===== src/rtl/ttc_pkg.sv =====
package ttc_pkg;

    typedef enum logic {
        SEL_LO = 1'b0,
        SEL_HI = 1'b1
    } byte_sel_e;

    typedef struct packed {
        logic      held;
        byte_sel_e sel;
    } rd_state_t;

    function automatic byte_sel_e next_sel(input byte_sel_e s);
        return (s == SEL_LO) ? SEL_HI : SEL_LO;
    endfunction

endpackage


===== src/rtl/ttc_count_core.sv =====
module ttc_count_core #(
    parameter int CNT_W = 16
) (
    input  logic             clk,
    input  logic             rst,
    input  logic             tick_en,
    input  logic             prog_stb,
    input  logic [CNT_W-1:0] prog_val,
    output logic [CNT_W-1:0] count_q,
    output logic             tc_q
);
    localparam logic [CNT_W-1:0] ALL_ONES = {CNT_W{1'b1}};

    logic at_zero;
    assign at_zero = (count_q == '0);

    always_ff @(posedge clk) begin
        if (rst) begin
            count_q <= '0;
            tc_q    <= 1'b0;
        end else begin
            tc_q <= 1'b0;
            if (prog_stb) begin
                count_q <= prog_val;
            end else if (tick_en) begin
                if (at_zero) begin
                    count_q <= ALL_ONES;
                    tc_q    <= 1'b1;
                end else begin
                    count_q <= count_q - 1'b1;
                end
            end
        end
    end
endmodule


===== src/rtl/ttc_readout.sv =====
module ttc_readout
    import ttc_pkg::*;
#(
    parameter int RD_W = 8,
    localparam int CNT_W = 2 * RD_W
) (
    input  logic             clk,
    input  logic             rst,
    input  logic             latch_stb,
    input  logic             rd_stb,
    input  logic [CNT_W-1:0] live_count,
    output logic [CNT_W-1:0] snap_q,
    output rd_state_t        st_q,
    output logic [RD_W-1:0]  rd_q
);
    function automatic logic [RD_W-1:0] half_of(input logic [CNT_W-1:0] v,
                                                input byte_sel_e s);
        return (s == SEL_HI) ? v[CNT_W-1:RD_W] : v[RD_W-1:0];
    endfunction

    logic [CNT_W-1:0] src;
    logic             take_latch;

    assign src        = st_q.held ? snap_q : live_count;
    assign take_latch = latch_stb && !st_q.held;

    always_ff @(posedge clk) begin
        if (rst) begin
            snap_q  <= '0;
            st_q    <= '{held: 1'b0, sel: SEL_LO};
            rd_q    <= '0;
        end else begin
            if (rd_stb) begin
                rd_q <= half_of(src, st_q.sel);
            end
            if (take_latch) begin
                snap_q  <= live_count;
                st_q    <= '{held: 1'b1, sel: SEL_LO};
            end else if (rd_stb) begin
                st_q.sel <= next_sel(st_q.sel);
                if (st_q.held && st_q.sel == SEL_HI) begin
                    st_q.held <= 1'b0;
                end
            end
        end
    end
endmodule


===== src/rtl/tick_timer_chan.sv =====
module tick_timer_chan
    import ttc_pkg::*;
#(
    parameter int RD_W = 8,
    localparam int CNT_W = 2 * RD_W
) (
    input  logic             clk,
    input  logic             rst,
    input  logic             tick_en,
    input  logic             prog_stb,
    input  logic [CNT_W-1:0] prog_val,
    input  logic             latch_stb,
    input  logic             rd_stb,
    output logic [RD_W-1:0]  rd_data,
    output logic             tc_pulse
);
    logic [CNT_W-1:0] count_q;
    logic [CNT_W-1:0] snap_q;
    rd_state_t        rd_st;

    ttc_count_core #(.CNT_W(CNT_W)) u_core (
        .clk      (clk),
        .rst      (rst),
        .tick_en  (tick_en),
        .prog_stb (prog_stb),
        .prog_val (prog_val),
        .count_q  (count_q),
        .tc_q     (tc_pulse)
    );

    ttc_readout #(.RD_W(RD_W)) u_rd (
        .clk        (clk),
        .rst        (rst),
        .latch_stb  (latch_stb),
        .rd_stb     (rd_stb),
        .live_count (count_q),
        .snap_q     (snap_q),
        .st_q       (rd_st),
        .rd_q       (rd_data)
    );
endmodule


===== config.mk =====
export PLATFORM = sky130hd
export DESIGN_NAME = tick_timer_chan
export DESIGN_NICKNAME = d
export VERILOG_FILES = /design/src/rtl/ttc_pkg.sv /design/src/rtl/ttc_count_core.sv /design/src/rtl/ttc_readout.sv /design/src/rtl/tick_timer_chan.sv
export SDC_FILE = /design/constraint.sdc
export NUM_CORES = 1
export LEC_CHECK = 0
export BUFFER_PORTS_ARGS = -buffer_cell sky130_fd_sc_hd__buf_2
export CORE_UTILIZATION = 59
export CTS_BUF_LIST = sky130_fd_sc_hd__clkbuf_2 sky130_fd_sc_hd__clkbuf_4 sky130_fd_sc_hd__clkbuf_8
export CTS_CLUSTER_SIZE = 40
export DETAILED_ROUTE_END_ITERATION = 8
export PLACE_DENSITY = 0.86
export SKIP_LAST_GASP = 1
export SYNTH_ARGS = -nofsm -noshare
export SYNTH_HDL_FRONTEND = slang
export SYNTH_HIERARCHICAL = 1
export SYNTH_SLANG_ARGS = --single-unit

===== constraint.sdc =====
create_clock -name clk -period 2.5 [get_ports clk]
set_input_delay 0.5 -clock clk [delete_from_list [all_inputs] [get_ports clk]]
set_output_delay 0.5 -clock clk [all_outputs]
set_load 0.01 [all_outputs]

==> impl_metrics.env, run 1 <==
export IMPL_p_switching_w=0.000495
export IMPL_cp_required_ns=2.71
export IMPL_cts_tree="built"
export IMPL_start_kind="flop"
export IMPL_antennaDiodeCount=0
export IMPL_layout_nets=314
export IMPL_final_area_mm2=0.00256
export IMPL_power_density_mw_per_mm2=618
export IMPL_die_w_um=64.4
export IMPL_cts_root_buffer="clkbuf_8"
export IMPL_wl_per_cell_um=16.5
export IMPL_multi_input_area_mm2=0.00132
export IMPL_endpoint_kind="flop"
export IMPL_rows=22
export IMPL_hold_viol_final=0
export IMPL_antenna_left=0
export IMPL_relSlewSlack_pct=20.9
export IMPL_p_comb_share_pct=21.5
export IMPL_leakage_nw=1.01
export IMPL_period_share_pct=85.4
export IMPL_drt_iter0_markers=208
export IMPL_syn_cell_area_mm2=0.00230
export IMPL_cts_sink_count=43
export IMPL_fmax_mhz=468
export IMPL_clk_path_buf_depth=2
export IMPL_synth_edff_count=0
export IMPL_io_pins=31
export IMPL_io_buffers=30
export IMPL_criticalPathCategory="reg2reg"
export IMPL_rsz0062_at_grt="false"
export IMPL_grt_ovfl_total=0
export IMPL_coreArea_mm2=0.00369
export IMPL_path_max_fanout=7
export IMPL_cts_buffers=5
export IMPL_hp_class="in2reg"
export IMPL_place_area_mm2=0.00247
export IMPL_antenna_found_initial=0
export IMPL_drc=0
export IMPL_yosys_warnings=6
export IMPL_period_needed_ns=2.13
export IMPL_clk_pin_slew_worst_paths_ns=0.09
export IMPL_layout_drive_gt1_share_pct=22.7
export IMPL_chipHeight_um=64.4
export IMPL_register_area_um2=861
export IMPL_hold_slack_ns=0.447
export IMPL_slowest_stage="or4b_1"
export IMPL_ys_flop_type="dfxtp_1"
export IMPL_clockPowerShare_pct=28.5
export IMPL_crit_path_max_incr_delay_ns=0.50
export IMPL_place_hpwl_mm=3.85
export IMPL_syn_area_per_cell_um2=8.74
export IMPL_grt_usage_pct=28.8
export IMPL_max_cap_violations=0
export IMPL_ys_async_sr_fraction_pct=0
export IMPL_grt_pass1_vias=1803
export IMPL_fillers=286
export IMPL_htree_levels=2
export IMPL_grt_pass1_wl_mm=9.02
export IMPL_vias_per_cell=6.10
export IMPL_cp_data_arrival_time_ns=2.34
export IMPL_crit_family="simple AND/OR/NAND/NOR gates"
export IMPL_skew_ns=0.00850
export IMPL_via_count=2069
export IMPL_synth_distinct_cells=51
export IMPL_cts_hold_fix_buffers=0
export IMPL_start_util_pct=62.3
export IMPL_cts_setup_buffers=0
export IMPL_synth_seq_cells=43
export IMPL_routed_wl_mm=5.58
export IMPL_r2r_slack_ns=0.37
export IMPL_synth_fp_nets=287
export IMPL_gp_congestion=0.953
export IMPL_finalSetupViolations=0
export IMPL_yosysSeqAreaShare_pct=37.4
export IMPL_setup_tns_ns=0
export IMPL_areaGrowthSynthToFinish_pct=11.4
export IMPL_dieArea_mm2=0.00415
export IMPL_ir_worst_vdd_v=0.000412
export IMPL_max_slew_worst_pin_slew_ns=1.18
export IMPL_clock_latency_ns=0.30
export IMPL_crit_chain="inv_1 > ha_1 > or4b_1 > nor4_4 > o41ai_1 > a2111oi_2"
export IMPL_drt_pass1_iterations=4
export IMPL_switching_share_pct=31.3
export IMPL_crit_buf_inv=1
export IMPL_p_seq_share_pct=50.0
export IMPL_status="complete, no violations"
export IMPL_cts_resized=0
export IMPL_grt_max_degree=32
export IMPL_internal_power_w=0.00109
export IMPL_final_max_slew_viol_count=0
export IMPL_synth_cells=263
per-layer routing:
metal	wire, um	track usage, %	share of wire, %	vias up
li1	-	-	-	1000
met1	2480	39.7	45	973
met2	2590	43.4	47	86
met3	403	6.16	7.2	10
met4	97	12.5	1.7	0
met5	0	0	0	-
through the flow:
step	power [W]	setup slack, ns	std cells	util, %
2_1_floorplan	0.00105	0.616	263	-
3_3_place_gp	0.00113	0.492	331	67.0
3_5_place_dp	0.00114	0.404	331	67.0
4_1_cts	0.00159	0.375	339	69.4
5_1_grt	0.00166	0.249	339	69.4
6_report	0.00158	0.365	339	69.4
layout by cell type, fill, tap and decap left out, types with 5 or more instances in the layout:
| cell | netlist | final |
|---|---|---|
| buf_4 | 1 | 9 |
| o21ai_0 | 5 | 5 |
| buf_2 | 6 | 30 |
| a21oi_1 | 21 | 21 |
| nand2_1 | 47 | 47 |
| dfxtp_1 | 43 | 43 |
| nor3_1 | 6 | 6 |
| mux2i_1 | 9 | 9 |
| mux4_2 | 8 | 8 |
| nor2_1 | 32 | 32 |
| o22ai_1 | 5 | 5 |
| clkbuf_8 | 0 | 5 |
| a211oi_1 | 5 | 5 |
worst min-delay path: cells and delay by family:
kind,cells,cell delay [ns]
simple gates,1,0.07
compound gates,1,0.06
buf+inv,1,0.08
power groups by stage:
stage                     clock network, W  registers [W]  logic [W]
after floorplan                          0       0.000783   0.000265
after global placement                   0       0.000804   0.000326
after detailed placement                 0       0.000806   0.000334
after CTS                         0.000461       0.000790   0.000336
after global routing              0.000490       0.000799   0.000371
final                             0.000451       0.000791   0.000341
cell families after synthesis:
| family | Yosys count | synth area share (%) |
|---|---|---|
| XOR/XNOR | 2 | 0.762 |
| AO/OA/AOI/OAI | 60 | 18.0 |
| flip-flops | 43 | 37.4 |
| adder cells (fa/ha/maj) | 2 | 1.09 |
| AND/OR/NAND/NOR | 116 | 25.8 |
| buffers and inverters | 23 | 5.22 |
| multiplexers | 17 | 11.8 |
path summary, 6_finish.rpt:
kind,startpoint,end,depth (start not counted)
setup / recovery,u_core/count_q[0],u_core/count_q[3],6
hold / removal,prog_val[1],u_core/count_q[1],3
setup reg to reg,u_core/count_q[0],u_core/count_q[3],6
hold reg to reg,u_rd/snap_q[4],u_rd/snap_q[4],2
cell usage after synthesis, types with 5 or more instances:
cell      count  area, um2
nor3_1        6       30.0
mux2i_1       9       90.1
a21oi_1      21        105
nor2_1       32        120
o21ai_0       5       25.0
a211oi_1      5       37.5
buf_2         6       30.0
dfxtp_1      43        861
mux4_2        8        180
nand2_1      47        176
clkbuf_1      9       33.8
o22ai_1       5       31.3
layout make-up:
cell class,instances,share of cell area [%]
timing repair buffer,39,8.50
multi-input combinational,197,51.5
tap,48,2.34
inverter,4,0.586
sequential,43,33.6
clock buffer,6,2.98
clock inverter,2,0.489
registers in the layout (all words and copies together) (netlist names):
| name | count |
|---|---|
| u_rd/rd_q | 8 |
| u_core/tc_q | 1 |
| u_rd/st_q | 2 |
| u_core/count_q | 16 |
| u_rd/snap_q | 16 |
(Power assumes the default switching activity.)
==> run 2, diff against run 1 <==
--- a/config.mk
+++ b/config.mk
@@ -5,11 +5,11 @@
 export SDC_FILE = /design/constraint.sdc
 export NUM_CORES = 1
 export LEC_CHECK = 0
-export BUFFER_PORTS_ARGS = -buffer_cell sky130_fd_sc_hd__buf_2
-export CORE_UTILIZATION = 59
+export CORE_UTILIZATION = 65
 export CTS_BUF_LIST = sky130_fd_sc_hd__clkbuf_2 sky130_fd_sc_hd__clkbuf_4 sky130_fd_sc_hd__clkbuf_8
 export CTS_CLUSTER_SIZE = 40
 export DETAILED_ROUTE_END_ITERATION = 8
+export DONT_BUFFER_PORTS = 1
 export PLACE_DENSITY = 0.86
 export SKIP_LAST_GASP = 1
 export SYNTH_ARGS = -nofsm -noshare
==> impl_metrics.env, run 2 (synthesized netlist as in run 1, its figures left out) <==
export IMPL_crit_path_max_incr_delay_ns=0.49
export IMPL_multi_input_area_mm2=0.00132
export IMPL_status="complete, no violations"
export IMPL_setup_tns_ns=0
export IMPL_fillers=297
export IMPL_die_w_um=61.5
export IMPL_register_area_um2=861
export IMPL_drt_pass1_iterations=4
export IMPL_areaGrowthSynthToFinish_pct=2.12
export IMPL_whs_endpoint="u_core/count_q[4]"
export IMPL_chipHeight_um=61.5
export IMPL_dp_slack_ns=0.430
export IMPL_wl_met2_mm=2.50
export IMPL_via_count=1941
export IMPL_grt_max_degree=44
export IMPL_place_hpwl_mm=3.50
export IMPL_wl_met1_mm=2.32
export IMPL_ir_worst_vdd_v=0.000335
export IMPL_clock_latency_ns=0.39
export IMPL_antenna_left=0
export IMPL_clockPowerShare_pct=29.9
export IMPL_dieArea_mm2=0.00378
export IMPL_grt_pass1_vias=1756
export IMPL_r2r_slack_ns=0.39
export IMPL_crit_family="simple AND/OR/NAND/NOR gates"
export IMPL_period_needed_ns=2.11
export IMPL_fmax_mhz=474
export IMPL_cts_buffers=5
export IMPL_path_max_fanout=7
export IMPL_switching_share_pct=30.3
export IMPL_reg_top3="u_core/count_q x16, u_rd/snap_q x16, u_rd/rd_q x8"
export IMPL_layout_commonest_cell="nand2_1"
export IMPL_clk_path_buf_depth=2
export IMPL_hp_start="rst"
export IMPL_htree_levels=2
export IMPL_rows=21
export IMPL_grt_usage_pct=31.9
export IMPL_hold_viol_final=0
export IMPL_gp_congestion=0.859
export IMPL_r2r_start="u_core/count_q[0]"
export IMPL_p_switching_w=0.000465
export IMPL_relSlewSlack_pct=17.3
export IMPL_criticalPathCategory="reg2reg"
export IMPL_p_comb_share_pct=17.7
export IMPL_endpoint_kind="flop"
export IMPL_cts_sink_count=43
export IMPL_cts_setup_buffers=0
export IMPL_finalWorstSetupSlack_ns=0.390
export IMPL_final_max_slew_viol_count=0
export IMPL_cp_data_arrival_time_ns=2.41
export IMPL_max_cap_violations=0
export IMPL_drc=0
export IMPL_whs_path_depth=1
export IMPL_slowest_stage="or4b_1"
export IMPL_drt_iter0_markers=201
export IMPL_routed_wl_mm=5.32
export IMPL_antennaDiodeCount=0
export IMPL_start_util_pct=68.4
export IMPL_rsz0062_at_grt="false"
export IMPL_period_share_pct=84.4
export IMPL_leakage_nw=0.842
export IMPL_antenna_found_initial=0
export IMPL_io_pins=31
export IMPL_rr_endpoint="u_core/count_q[3]"
export IMPL_clk_pin_slew_worst_paths_ns=0.15
export IMPL_crit_buf_inv=1
export IMPL_p_seq_share_pct=52.4
export IMPL_layout_drive_gt1_share_pct=11.4
export IMPL_cts_hold_fix_buffers=0
export IMPL_power_density_mw_per_mm2=652
export IMPL_wl_per_cell_um=17.7
export IMPL_coreArea_mm2=0.00336
export IMPL_layout_nets=277
export IMPL_final_cell_mix="nand2_1, dfxtp_1, nor2_1"
export IMPL_cts_tree="built"
export IMPL_cts_resized=0
export IMPL_start_kind="flop"
export IMPL_grt_pass1_wl_mm=8.59
export IMPL_hp_class="in2reg"
export IMPL_r2r_cells=6
export IMPL_finalSetupViolations=0
export IMPL_vias_per_cell=6.47
export IMPL_skew_ns=0.0220
export IMPL_io_buffers=0
export IMPL_cp_required_ns=2.80
export IMPL_internal_power_w=0.00107
export IMPL_max_slew_worst_pin_slew_ns=1.24
export IMPL_cts_root_buffer="clkbuf_4"
export IMPL_grt_ovfl_total=0
export IMPL_wl_met3_um=397
export IMPL_crit_chain="inv_1 > ha_1 > or4b_1 > nor4_4 > o41ai_1 > a2111oi_2"
export IMPL_top_layer_used="met4"
==> run 2: cell types whose count changed in the layout (fill, tap and decap cells not counted), sizes merged <==
| cell | delta |
|---|---|
| clkinvlp | -1 |
| bufinv | +1 |
| clkinv | +1 |
| buf | -37 |
| clkbuf | -1 |
==> run 2: worst max path at each step <==
| stage | from | end | slack, ns | depth (start not counted) |
|---|---|---|---|---|
| floorplan | u_core/count_q[0] | u_core/count_q[3] | 0.62 | 6 |
| global placement | u_core/count_q[0] | u_core/count_q[3] | 0.50 | 6 |
| detailed placement | u_core/count_q[0] | u_core/count_q[3] | 0.43 | 6 |
| CTS | u_core/count_q[0] | u_core/count_q[3] | 0.41 | 6 |
| global route | u_core/count_q[1] | u_core/count_q[3] | 0.18 | 6 |
| finish | u_core/count_q[0] | u_core/count_q[3] | 0.39 | 6 |
==> run 2: power groups by stage <==
stage	clock network (W)	registers (W)	logic [W]
floorplan	0	0.000783	0.000265
global placement	0	0.000813	0.000257
detailed placement	0	0.000816	0.000262
CTS	0.000461	0.000801	0.000266
global route	0.000486	0.000813	0.000298
finish	0.000458	0.000802	0.000271
==> run 2: layer usage <==
metal | vias to the layer above | track usage (%)
met3 | 10 | 7.35
li1 | 929 | -
met1 | 919 | 43.9
met5 | - | 0
met4 | 0 | 16.8
met2 | 83 | 46.5
==> run 2: through the flow <==
| stage | power (W) | util (%) | hold slack (ns) | instances | cell area [um2] |
|---|---|---|---|---|---|
| 6_report | 0.00153 | 69.8 | 0.153 | 300 | 2350 |
| 5_1_grt | 0.00160 | 69.8 | 0.150 | 300 | 2350 |
| 4_1_cts | 0.00153 | 69.8 | 0.158 | 300 | 2350 |
| 3_5_place_dp | 0.00108 | 67.4 | 0.439 | 292 | 2270 |
| 3_3_place_gp | 0.00107 | 67.4 | 0.432 | 292 | 2270 |
| 2_1_floorplan | 0.00105 | - | 0.433 | 263 | 2300 |
==> run 2: area by class of cell <==
| type | count | area share, % |
|---|---|---|
| multi-input cells | 197 | 56.2 |
| flip-flops and latches | 43 | 36.7 |
| well taps | 46 | 2.45 |
| clock inverters | 3 | 1.86 |
| clock buffers | 5 | 1.60 |
| repair buffers | 2 | 0.639 |
| inverters | 4 | 0.639 |
==> run 3, diff against run 2 <==
==> constraint.sdc (replaced) <==
create_clock -name clk -period 2.18 [get_ports clk]
set_input_delay 0.436 -clock clk [delete_from_list [all_inputs] [get_ports clk]]
set_output_delay 0.436 -clock clk [all_outputs]
set_load 0.01 [all_outputs]
==> impl_metrics.env, run 3 (synthesized netlist as in run 1, its figures left out) <==
export IMPL_slowest_stage="or4b_1"
export IMPL_path_max_fanout=7
export IMPL_grt_usage_pct=30.3
export IMPL_grt_ovfl_total=0
export IMPL_crit_family="simple AND/OR/NAND/NOR gates"
export IMPL_gp_congestion=0.868
export IMPL_hp_class="in2reg"
export IMPL_reg_top3="u_core/count_q x16, u_rd/snap_q x16, u_rd/rd_q x8"
export IMPL_cts_setup_buffers=0
export IMPL_status="complete, no violations"
export IMPL_rsz0062_at_grt="false"
export IMPL_rr_endpoint="u_core/count_q[3]"
export IMPL_r2r_slack_ns=0.18
export IMPL_relSlewSlack_pct=18.2
export IMPL_setup_tns_ns=0
export IMPL_skew_ns=0.0145
export IMPL_hold_viol_final=0
export IMPL_grt_pass1_vias=1724
export IMPL_period_needed_ns=2.00
export IMPL_crit_buf_inv=1
export IMPL_cts_buffers=5
export IMPL_cts_tree="built"
export IMPL_drt_pass1_iterations=4
export IMPL_die_w_um=61.5
export IMPL_clk_pin_slew_worst_paths_ns=0.14
export IMPL_antenna_found_initial=0
export IMPL_drc=0
export IMPL_place_hpwl_mm=3.65
export IMPL_final_max_slew_viol_count=0
export IMPL_cp_required_ns=2.46
export IMPL_leakage_nw=0.878
export IMPL_layout_nets=284
export IMPL_period_share_pct=91.8
export IMPL_endpoint_kind="flop"
export IMPL_htree_levels=2
export IMPL_grt_pass1_wl_mm=8.22
export IMPL_cts_hold_fix_buffers=0
export IMPL_cp_data_arrival_time_ns=2.29
export IMPL_critPathLaunch="u_core/count_q[0]"
export IMPL_coreArea_mm2=0.00336
export IMPL_cts_resized=0
export IMPL_r2r_start="u_core/count_q[0]"
export IMPL_r2r_cells=6
export IMPL_endpoint="u_core/count_q[3]"
export IMPL_clk_path_buf_depth=2
export IMPL_criticalPathCategory="reg2reg"
export IMPL_power_density_mw_per_mm2=737
export IMPL_antenna_left=0
export IMPL_hold_slack_ns=0.105
export IMPL_max_slew_worst_pin_slew_ns=1.22
export IMPL_crit_chain="inv_1 > ha_1 > or4b_1 > nor4_4 > o41ai_1 > a2111oi_2"
export IMPL_start_util_pct=68.4
export IMPL_drt_iter0_markers=118
export IMPL_chipHeight_um=61.5
export IMPL_layout_commonest_cell="nand2_1"
export IMPL_ir_worst_vdd_v=0.000488
export IMPL_final_cell_mix="nand2_1, dfxtp_1, nor2_1"
export IMPL_dieArea_mm2=0.00378
export IMPL_grt_max_degree=44
export IMPL_vias_per_cell=6.38
export IMPL_antennaDiodeCount=0
export IMPL_cts_root_buffer="clkbuf_4"
export IMPL_max_cap_violations=0
export IMPL_finalSetupViolations=0
export IMPL_cp_depth=6
export IMPL_areaGrowthSynthToFinish_pct=4.41
export IMPL_fmax_mhz=500
export IMPL_cts_sink_count=43
export IMPL_rows=21
export IMPL_crit_path_max_incr_delay_ns=0.49
export IMPL_io_pins=31
export IMPL_wl_per_cell_um=17.3
export IMPL_layout_drive_gt1_share_pct=13.8
export IMPL_via_count=1959
export IMPL_io_buffers=0
export IMPL_routed_wl_mm=5.30
export IMPL_start_kind="flop"
export IMPL_clock_latency_ns=0.37
## run 3: stage by stage
stage	setup slack (ns)	instance area, um2	utilization (%)	cells	power (W)
finish	0.179	2400	71.4	307	0.00177
global route	0.0569	2400	71.4	307	0.00185
CTS	0.212	2400	71.4	307	0.00177
detailed placement	0.252	2320	69.0	299	0.00126
global placement	0.328	2320	69.0	299	0.00125
floorplan	0.296	2300	-	263	0.00120
## run 3: worst reg2reg max path: cells and delay by family, from the launching register on
| kind | cells | cell delay, ns |
|---|---|---|
| AO/OA/AOI/OAI | 2 | 0.41 |
| flip-flops | 1 | 0.40 |
| AND/OR/NAND/NOR | 2 | 0.83 |
| adder cells (fa/ha/maj) | 1 | 0.17 |
| buffers and inverters | 1 | 0.11 |
## run 3: worst min path at each step
| stage | slack (ns) | start | end | depth (start not counted) |
|---|---|---|---|---|
| 2_1_floorplan | 0.43 | u_rd/snap_q[3] | u_rd/snap_q[3] | 2 |
| 3_3_place_gp | 0.43 | u_rd/snap_q[4] | u_rd/snap_q[4] | 2 |
| 3_5_place_dp | 0.44 | u_rd/snap_q[7] | u_rd/snap_q[7] | 2 |
| 4_1_cts | 0.10 | rst | u_core/count_q[4] | 1 |
| 5_1_grt | 0.09 | rst | u_core/count_q[4] | 1 |
| 6_report | 0.11 | rst | u_core/count_q[4] | 1 |
## run 3: report_power, final
group	internal [W]	leakage [nW]	switching, W
Sequential	0.000834	0.352	0.0000729
Combinational	0.000163	0.481	0.000177
Clock	0.000241	0.0452	0.000282
Total	0.00124	0.878	0.000532
## run 3: area by class of cell
type | instances | area (um2)
timing repair buffer | 9 | 67.6
inverter | 4 | 15.0
clock inverter | 3 | 43.8
sequential | 43 | 861
clock buffer | 5 | 37.5
fill | 278 | 962
tap | 46 | 57.6
multi-input combinational | 197 | 1320
## run 3: routing by layer
| metal | up-vias | wire [um] | global-route usage [%] | share of wire, % |
|---|---|---|---|---|
| met1 | 934 | 2490 | 43.2 | 47 |
| met3 | 10 | 311 | 5.67 | 5.9 |
| li1 | 943 | - | - | - |
| met2 | 72 | 2400 | 44.9 | 45 |
| met5 | - | 0 | 0 | 0 |
| met4 | 0 | 94 | 12.7 | 1.8 |
